`src/rtl/pio_pkg.sv`:
```
package pio_pkg;
    localparam int BYTE_W = 8;
    localparam int HALF_W = BYTE_W / 2;
    localparam int N_PORTS = 3;

    localparam logic [1:0] OFS_A    = 2'd0;
    localparam logic [1:0] OFS_B    = 2'd1;
    localparam logic [1:0] OFS_C    = 2'd2;
    localparam logic [1:0] OFS_MODE = 2'd3;

    typedef enum logic [1:0] {
        ST_IDLE    = 2'd0,
        ST_WR_HOLD = 2'd1,
        ST_RD_HOLD = 2'd2
    } bus_state_t;

    // 1 = input, 0 = output
    typedef struct packed {
        logic a_in;
        logic b_in;
        logic cu_in;
        logic cl_in;
    } dir_cfg_t;
endpackage

```
`src/rtl/pio_bus_fsm.sv`:
```
module pio_bus_fsm
    import pio_pkg::*;
(
    input  logic clk,
    input  logic rst_n,
    input  logic cs,
    input  logic rd,
    input  logic wr,
    output logic wr_go,
    output logic rd_go
);
    bus_state_t state_q, state_d;

    always_ff @(posedge clk or negedge rst_n) begin
        if (!rst_n) state_q <= ST_IDLE;
        else        state_q <= state_d;
    end

    always_comb begin
        state_d = state_q;
        wr_go   = 1'b0;
        rd_go   = 1'b0;
        unique case (state_q)
            ST_IDLE: begin
                if (cs && wr && !rd) begin
                    wr_go   = 1'b1;
                    state_d = ST_WR_HOLD;
                end else if (cs && rd && !wr) begin
                    rd_go   = 1'b1;
                    state_d = ST_RD_HOLD;
                end
            end
            ST_WR_HOLD: if (!(cs && wr)) state_d = ST_IDLE;
            ST_RD_HOLD: if (!(cs && rd)) state_d = ST_IDLE;
            default:    state_d = ST_IDLE;
        endcase
    end

    p_one_kind_r8: assert property (@(posedge clk) disable iff (!rst_n)
        $onehot0({wr_go, rd_go}));
    p_single_write_r8: assert property (@(posedge clk) disable iff (!rst_n)
        wr_go |=> !wr_go);
    p_single_read_r8: assert property (@(posedge clk) disable iff (!rst_n)
        rd_go |=> !rd_go);
endmodule

```
`src/rtl/pio_mode_reg.sv`:
```
module pio_mode_reg
    import pio_pkg::*;
(
    input  logic              clk,
    input  logic              rst_n,
    input  logic              wr_en,
    input  logic [BYTE_W-1:0] wdata,
    output dir_cfg_t          dir,
    output logic              clr_latches
);
    logic word_ok;

    assign word_ok     = wdata[7] & ~wdata[6] & ~wdata[5] & ~wdata[2];
    assign clr_latches = wr_en & word_ok;

    always_ff @(posedge clk or negedge rst_n) begin
        if (!rst_n) begin
            dir <= '{a_in: 1'b1, b_in: 1'b1, cu_in: 1'b1, cl_in: 1'b1};
        end else if (clr_latches) begin
            dir <= '{a_in: wdata[4], b_in: wdata[1], cu_in: wdata[3], cl_in: wdata[0]};
        end
    end

    p_reject_bad_word_r3: assert property (@(posedge clk) disable iff (!rst_n)
        (wr_en && (!wdata[7] || wdata[6] || wdata[5] || wdata[2])) |=> $stable(dir));
    p_accept_fields_r2: assert property (@(posedge clk) disable iff (!rst_n)
        (wr_en && wdata[7] && !wdata[6] && !wdata[5] && !wdata[2])
            |=> (dir.a_in == $past(wdata[4]) && dir.b_in == $past(wdata[1])));
endmodule

```
`src/rtl/pio_port.sv`:
```
module pio_port #(
    parameter int W = 8
) (
    input  logic         clk,
    input  logic         rst_n,
    input  logic         wr_en,
    input  logic         clr,
    input  logic [W-1:0] wdata,
    input  logic [W-1:0] dir_in,
    input  logic [W-1:0] pin_in,
    output logic [W-1:0] pin_out,
    output logic [W-1:0] pin_oe,
    output logic [W-1:0] rd_val
);
    logic [W-1:0] latch_q;

    always_ff @(posedge clk or negedge rst_n) begin
        if (!rst_n)     latch_q <= '0;
        else if (clr)   latch_q <= '0;
        else if (wr_en) latch_q <= wdata;
    end

    assign pin_out = latch_q;
    assign pin_oe  = ~dir_in;

    for (genvar i = 0; i < W; i++) begin : g_bit
        assign rd_val[i] = dir_in[i] ? pin_in[i] : latch_q[i];
    end

    p_latch_clear_r4: assert property (@(posedge clk) disable iff (!rst_n)
        clr |=> (pin_out == '0));
    p_latch_load_r5: assert property (@(posedge clk) disable iff (!rst_n)
        (wr_en && !clr) |=> (pin_out == $past(wdata)));
    p_latch_hold_r5: assert property (@(posedge clk) disable iff (!rst_n)
        (!wr_en && !clr) |=> $stable(pin_out));
endmodule

```
`src/rtl/pio_controller.sv`:
```
module pio_controller
    import pio_pkg::*;
(
    input  logic        clk,
    input  logic        rst_n,
    input  logic        cs,
    input  logic        rd,
    input  logic        wr,
    input  logic [1:0]  addr,
    input  logic [7:0]  wdata,
    output logic [7:0]  rdata,
    input  logic [7:0]  pa_in,
    output logic [7:0]  pa_out,
    output logic [7:0]  pa_oe,
    input  logic [7:0]  pb_in,
    output logic [7:0]  pb_out,
    output logic [7:0]  pb_oe,
    input  logic [7:0]  pc_in,
    output logic [7:0]  pc_out,
    output logic [7:0]  pc_oe
);
    logic     wr_go, rd_go, clr_latches, mode_wr;
    dir_cfg_t dir;

    logic [N_PORTS-1:0][BYTE_W-1:0] dir_vec, pins, outs, oes, rvals;
    logic [N_PORTS-1:0]             port_wr;

    pio_bus_fsm u_fsm (
        .clk   (clk),
        .rst_n (rst_n),
        .cs    (cs),
        .rd    (rd),
        .wr    (wr),
        .wr_go (wr_go),
        .rd_go (rd_go)
    );

    assign mode_wr = wr_go && (addr == OFS_MODE);

    pio_mode_reg u_mode (
        .clk         (clk),
        .rst_n       (rst_n),
        .wr_en       (mode_wr),
        .wdata       (wdata),
        .dir         (dir),
        .clr_latches (clr_latches)
    );

    assign dir_vec[0] = {BYTE_W{dir.a_in}};
    assign dir_vec[1] = {BYTE_W{dir.b_in}};
    assign dir_vec[2] = {{HALF_W{dir.cu_in}}, {HALF_W{dir.cl_in}}};
    assign pins[0]    = pa_in;
    assign pins[1]    = pb_in;
    assign pins[2]    = pc_in;

    for (genvar p = 0; p < N_PORTS; p++) begin : g_port
        assign port_wr[p] = wr_go && (addr == 2'(p));
        pio_port #(.W(BYTE_W)) u_port (
            .clk     (clk),
            .rst_n   (rst_n),
            .wr_en   (port_wr[p]),
            .clr     (clr_latches),
            .wdata   (wdata),
            .dir_in  (dir_vec[p]),
            .pin_in  (pins[p]),
            .pin_out (outs[p]),
            .pin_oe  (oes[p]),
            .rd_val  (rvals[p])
        );
    end

    assign pa_out = outs[0];
    assign pb_out = outs[1];
    assign pc_out = outs[2];
    assign pa_oe  = oes[0];
    assign pb_oe  = oes[1];
    assign pc_oe  = oes[2];

    always_ff @(posedge clk or negedge rst_n) begin
        if (!rst_n) begin
            rdata <= '0;
        end else if (rd_go) begin
            unique case (addr)
                OFS_A:    rdata <= rvals[0];
                OFS_B:    rdata <= rvals[1];
                OFS_C:    rdata <= rvals[2];
                OFS_MODE: rdata <= '0;
                default:  rdata <= '0;
            endcase
        end
    end

    p_mode_read_zero_r7: assert property (@(posedge clk) disable iff (!rst_n)
        (rd_go && addr == OFS_MODE) |=> (rdata == '0));
    p_rdata_hold_r6: assert property (@(posedge clk) disable iff (!rst_n)
        !rd_go |=> $stable(rdata));
    p_idle_cs_r8: assert property (@(posedge clk) disable iff (!rst_n)
        !cs |=> ($stable(pa_out) && $stable(pb_out) && $stable(pc_out) && $stable(pa_oe)));
endmodule

```
`config.mk`:
```
export PLATFORM = sky130hd
export DESIGN_NAME = pio_controller
export DESIGN_NICKNAME = d
export VERILOG_FILES = /design/src/rtl/pio_pkg.sv /design/src/rtl/pio_bus_fsm.sv /design/src/rtl/pio_mode_reg.sv /design/src/rtl/pio_port.sv /design/src/rtl/pio_controller.sv
export SDC_FILE = /design/constraint.sdc
export NUM_CORES = 1
export LEC_CHECK = 0
export ABC_AREA = 1
export ABC_CLOCK_PERIOD_IN_PS = 2600
export BUFFER_PORTS_ARGS = -buffer_cell sky130_fd_sc_hd__buf_4
export CAP_MARGIN = 0
export CORE_MARGIN = 3
export CORE_UTILIZATION = 48
export DETAILED_ROUTE_END_ITERATION = 6
export PLACE_DENSITY = 0.82
export SLEW_MARGIN = 20
export SYNTH_ARGS = -nofsm -noshare
export SYNTH_HDL_FRONTEND = slang
export SYNTH_HIERARCHICAL = 1
export SYNTH_SLANG_ARGS = --single-unit
```
`constraint.sdc`:
```
create_clock -name clk -period 2.6 [get_ports clk]
set_clock_uncertainty 0.1 [all_clocks]
set_input_delay 0 -clock clk [delete_from_list [all_inputs] [get_ports clk]]
set_output_delay 0 -clock clk [all_outputs]
set_load 0.01 [all_outputs]
```
==> run metrics, run 1 <==
Slew HR ~70%; detailed placement HPWL between 4 and 5 mm; CP Launch Point u_fsm/state_q[0]$_DFFE_PN0P_; Global Route Usage Sum between 20% and 30%; mean post-synth cell area 6.75 sq um; final setup violation count 0; antenna violations before repair 0; most frequent cells in the layout nand2_1 (159), buf_4 (98), nand3_1 (44), inv_1 (34), dfrtp_1 (34); Worst Path Required 2.68 ns; Clock Tree Root clkbuf_8; die height ~74 um; f_max 0.440 GHz; max capacitance violation total 0; WHS Path Cells 7; filler cell count in the final layout about 380; CP endpoint kind flop; clock insertion delay at the later pin of the skew report between 0.2 and 0.3 ns; Hold Path Sink rdata[6]$_DFFE_PN0P_; Hold Path Class primary input to flop; post-synthesis mux area share 0%; Synth cell types 16; CTS max path bufs 2; Fin Setup TNS 0 ns; Nets 484; Boundary Pins 95; yosys warns 6; Post-Syn Nets between 300 and 400; residual DRC count 0; Num Clock Sinks 38; Inst Count DP approximately 470; Final Non-Filler Cells roughly 500; clk slew on worst S/H paths approximately 0.07 ns; final max-slew violation count 0; largest net degree at the start of global routing 39; IO buf count 94; vias in the first global route 2336; pre-CTS setup slack roughly 0.43 ns; post-route cell area ~3200 sq um; XOR/XNOR Fraction of Synth Area 0%; leakage between 1.5 and 2 nW; Worst R2R Start u_fsm/state_q[0]$_DFFE_PN0P_; clock buffer count from CTS 5; Final Hold Vio Count 0; Placer Congestion about 0.83; total chip power approximately 1.9 mW; area grow syn2layout 46.0%; Synth Instances about 330; register area 956 sq um; Placed Instance Area slightly below 3000 sq um; r2r endpoint g_port[0].u_port/pin_out[2]$_DFFE_PN0P_; Post-DRT Antenna Nets 0; PD cells approximately 580 nW/um^2; core area about 4400 sq um; H-tree depth 2; min-delay src pa_in[6]; #FFs+latches synth 38; Hold Slack 0.0252 ns; post-DR wirelength/cell between 10 and 15 um; outcome finished clean; crit path max fanout 8; final global-route overflow total 0; adder-cell share of the synthesized area 0%; Initial Util about half; DRT iter0 DRCs 105; VDD IR max ~0.36 mV; worst setup slack after layout 0.327 ns; Reg2Reg Setup Slack approximately 0.33 ns; commonest non-fill, non-tap cell in the layout nand2_1; reg2reg path depth 13; Multi-input gate area ~1100 sq um; DIE WIDTH ~74 um; Synth Cell Area ~2200 sq um; Final Routed Wirelength 6.70 mm; Tmin final around 2.3 ns; Synth Area in Compound Gates 0%; FP Rows 24; RSZ-0062 raised after global routing false; post_cts resized 0; Arrival @ worst endpoint roughly 2.4 ns; first-pass GRT wire length between 10 and 15 mm; die footprint about 5500 sq um; DRT Pass-1 Iters 5; slew at the pin with the worst max-slew slack roughly 0.48 ns; period utilisation layout between 80% and 90%; # diodes 0; Core Util, Final roughly 73%; Vias 2476; drt via density 4.97; simple-gate share of the synthesized area 47.5%; CTS tree built; share of cells above drive strength 1 27.1%; sequential area share after synthesis 43.2%; Crit Path Class flop to flop; main combinational cell family by area after synthesis simple AND/OR/NAND/NOR gates; CP Launch Type flop
==> synthesized netlist by cell type (all sizes together) <==
library cell  instances  area (sq um)
dfrtp                34           851
nand2               159           597
nand4                 2          12.5
nor2                 34           191
inv                  39           146
nor3                  4          20.0
buf                   7          61.3
dfstp                 4           105
nand3                45           230
==> per-layer routing <==
metal / vias to the layer above / track usage [%] / share of wire (%)
li1: 1233 / - / -
met1: 1114 / 31.4 / 41
met2: 105 / 44.3 / 49
met3: 24 / 5.75 / 6.9
met4: 0 / 10.7 / 3.0
met5: - / 0 / 0
==> cell families after synthesis <==
group | after synthesis
simple gates | 244
flops | 38
buf+inv | 46
==> cell type report <==
type,instances,share of cell area (%)
multi-input cells,244,32.5
flip-flops and latches,38,29.6
clock buffers,8,2.79
well taps,52,2.01
repair buffers,117,28.6
inverters,39,4.53
==> how the worst max path moves through the flow <==
stage / to / slack (ns)
after floorplan: g_port[0].u_port/pin_out[0]$_DFFE_PN0P_ / 0.57
after global placement: g_port[2].u_port/pin_out[7]$_DFFE_PN0P_ / 0.56
after detailed placement: g_port[0].u_port/pin_out[2]$_DFFE_PN0P_ / 0.43
after CTS: g_port[0].u_port/pin_out[2]$_DFFE_PN0P_ / 0.42
after global routing: g_port[0].u_port/pin_out[2]$_DFFE_PN0P_ / 0.09
final: g_port[0].u_port/pin_out[2]$_DFFE_PN0P_ / 0.33
==> power breakdown <==
group	internal (mW)	switching [mW]	leakage (nW)
combinational	0.313	0.325	1.24
sequential	0.715	0.108	0.470
clock	0.216	0.198	0.0455
total	1.24	0.631	1.75
==> critical path, stage by stage (launching register included) <==
cell     delay [ns]
dfrtp_1        0.40
nor2_1         0.17
nand2_1        0.09
inv_1          0.06
inv_1          0.06
nor3_1         0.19
inv_1          0.12
nor2_4         0.16
nand3_2        0.15
inv_1          0.18
buf_4          0.23
inv_2          0.10
nand3_1        0.10
nand2_1        0.06
==> repair_timing <==
item,4_1_cts,5_1_grt
buffers inserted,0,0
endpoints found under the hold margin,68,0
hold buffers,19,0
==> state kept, by name (all words and copies together), names as in the netlist <==
signal / count
u_mode/dir: 4
rdata: 8
u_fsm/state_q: 2
g_port.u_port/pin_out: 24
Note: power is estimated with default switching activity, not from simulation.
==> inputs of run 2 (changes only) <==
- HOLD_SLACK_MARGIN: default -> 0.15
==> run metrics, run 2 (synthesized netlist as in run 1, its figures left out) <==
FP Rows 24; slew at the pin with the worst max-slew slack 0.445 ns; antenna violations before repair 0; drt via density just over 5; pre-CTS setup slack 0.430 ns; CP Launch Type flop; f_max between 0.3 and 0.4 GHz; Initial Util about 50%; met2 usage 46.9%; worst setup slack after layout 0.0586 ns; Slew HR between 70% and 80%; die height around 74 um; crit path max fanout 9; DIE WIDTH approximately 74 um; CP Launch Point u_mode/dir[3]$_DFFE_PN1P_; CTS max path bufs 2; max FFs per register 24; CTS tree built; Num Clock Sinks 38; max capacitance violation total 0; largest net degree at the start of global routing 35; IO buf count between 90 and 100; PD cells around 550 nW/um^2; final setup violation count 0; Boundary Pins 95; vias in the first global route 2527; Final Hold Vio Count 0; first-pass GRT wire length approximately 12 mm; Final Non-Filler Cells between 500 and 600; VDD IR max roughly 0.37 mV; final max-slew violation count 0; outcome finished clean; CP endpoint kind flop; clock insertion delay at the later pin of the skew report approximately 0.28 ns; H-tree depth 2; DRT Pass-1 Iters 4; clock buffer count from CTS 5; Nets slightly above 500; Worst R2R Start u_mode/dir[3]$_DFFE_PN1P_; die footprint about 5500 sq um; Hold Path Class primary input to async pin; period utilisation layout 97.7%; Crit Path Class flop to flop; detailed placement HPWL between 4 and 5 mm; met1 usage 34.4%; final global-route overflow total 0; RSZ-0062 raised after global routing true; Post-DRT Antenna Nets 0; met3 usage between 6 and 7%; Worst Path Required 2.72 ns; area grow syn2layout 61.0%; filler cell count in the final layout ~300; busiest grt layer met2; Inst Count DP around 470; residual DRC count 0; Clock Tree Root clkbuf_8; DRT iter0 DRCs between 150 and 200; Tmin final between 2 and 3 ns; # diodes 0; Fin Setup TNS 0 ns; share of cells above drive strength 1 27.4%; Arrival @ worst endpoint 2.66 ns; leakage just under 2 nW; Final Routed Wirelength between 7 and 8 mm; Vias 2670; commonest non-fill, non-tap cell in the layout nand2_1; Placer Congestion 0.832; clk slew on worst S/H paths approximately 0.070 ns; post-DR wirelength/cell 14.0 um; Global Route Usage Sum about 28%; core area 4410 sq um; most frequent cells in the layout nand2_1 (159), buf_4 (103), nand3_1 (44), dlygate4sd3_1 (44), dfrtp_1 (34)
## run 2: worst paths after layout
path | slack, ns | depth (start not counted) | endpoint
setup reg to reg | 0.06 | 9 | rdata[6]$_DFFE_PN0P_
max in group asynchronous | 2.04 | 3 | u_fsm/state_q[1]$_DFFE_PN0P_
hold reg to reg | 0.40 | 2 | g_port[1].u_port/pin_out[5]$_DFFE_PN0P_
setup / recovery | 0.06 | 9 | rdata[6]$_DFFE_PN0P_
min in group clk | 0.40 | 2 | g_port[1].u_port/pin_out[5]$_DFFE_PN0P_
hold / removal | 0.16 | 2 | u_mode/dir[2]$_DFFE_PN1P_
## run 2: what timing repair did
action,CTS,global route
endpoints found under the hold margin,76,0
hold buffers,47,0
resized for setup,0,6
setup endpoints to repair,0,8
buffers inserted,0,6
## run 2: critical path, cell delays in order (launching register included)
cell and delay (ns):
dfstp_4 0.69, buf_6 0.15, nand2_1 0.06, nand2_1 0.08, nand2_1 0.05, nand2_1 0.08
dlygate4sd3_1 0.56, nor2_1 0.05, dlygate4sd3_1 0.55, nor2_1 0.09
## run 2: area by class of cell
class	count	area, sq um	share of cell area (%)
Timing Repair Buffer	149	1240	34.9
Tap cell	52	65.1	1.83
Inverter	39	146	4.11
Sequential cell	38	960	26.9
Multi-Input combinational cell	244	1060	29.7
Clock buffer	8	90.1	2.53
## run 2: metrics by stage
stage          hold WS, ns  power (mW)  utilization, %  instance area (sq um)
2_1_floorplan       -0.396        1.10               -                   2210
3_3_place_gp        -0.112        1.44            66.9                   2950
3_5_place_dp        -0.108        1.45            66.9                   2950
4_1_cts              0.163        1.93            79.8                   3520
5_1_grt              0.181        2.06            80.8                   3560
6_report             0.161        1.94            80.8                   3560
## run 2: report_power, final
group	internal (mW)	total (mW)	leakage, nW	switching [mW]
Clock	0.216	0.416	0.0455	0.200
Combinational	0.356	0.702	1.42	0.346
Sequential	0.715	0.825	0.471	0.109
Total	1.29	1.94	1.93	0.655
## run 2: per-layer routing
metal  part of all wire, %  wire (um)
met1                    39       2870
met2                    52       3830
met3                   7.7        571
met4                   2.1        155
met5                     0          0
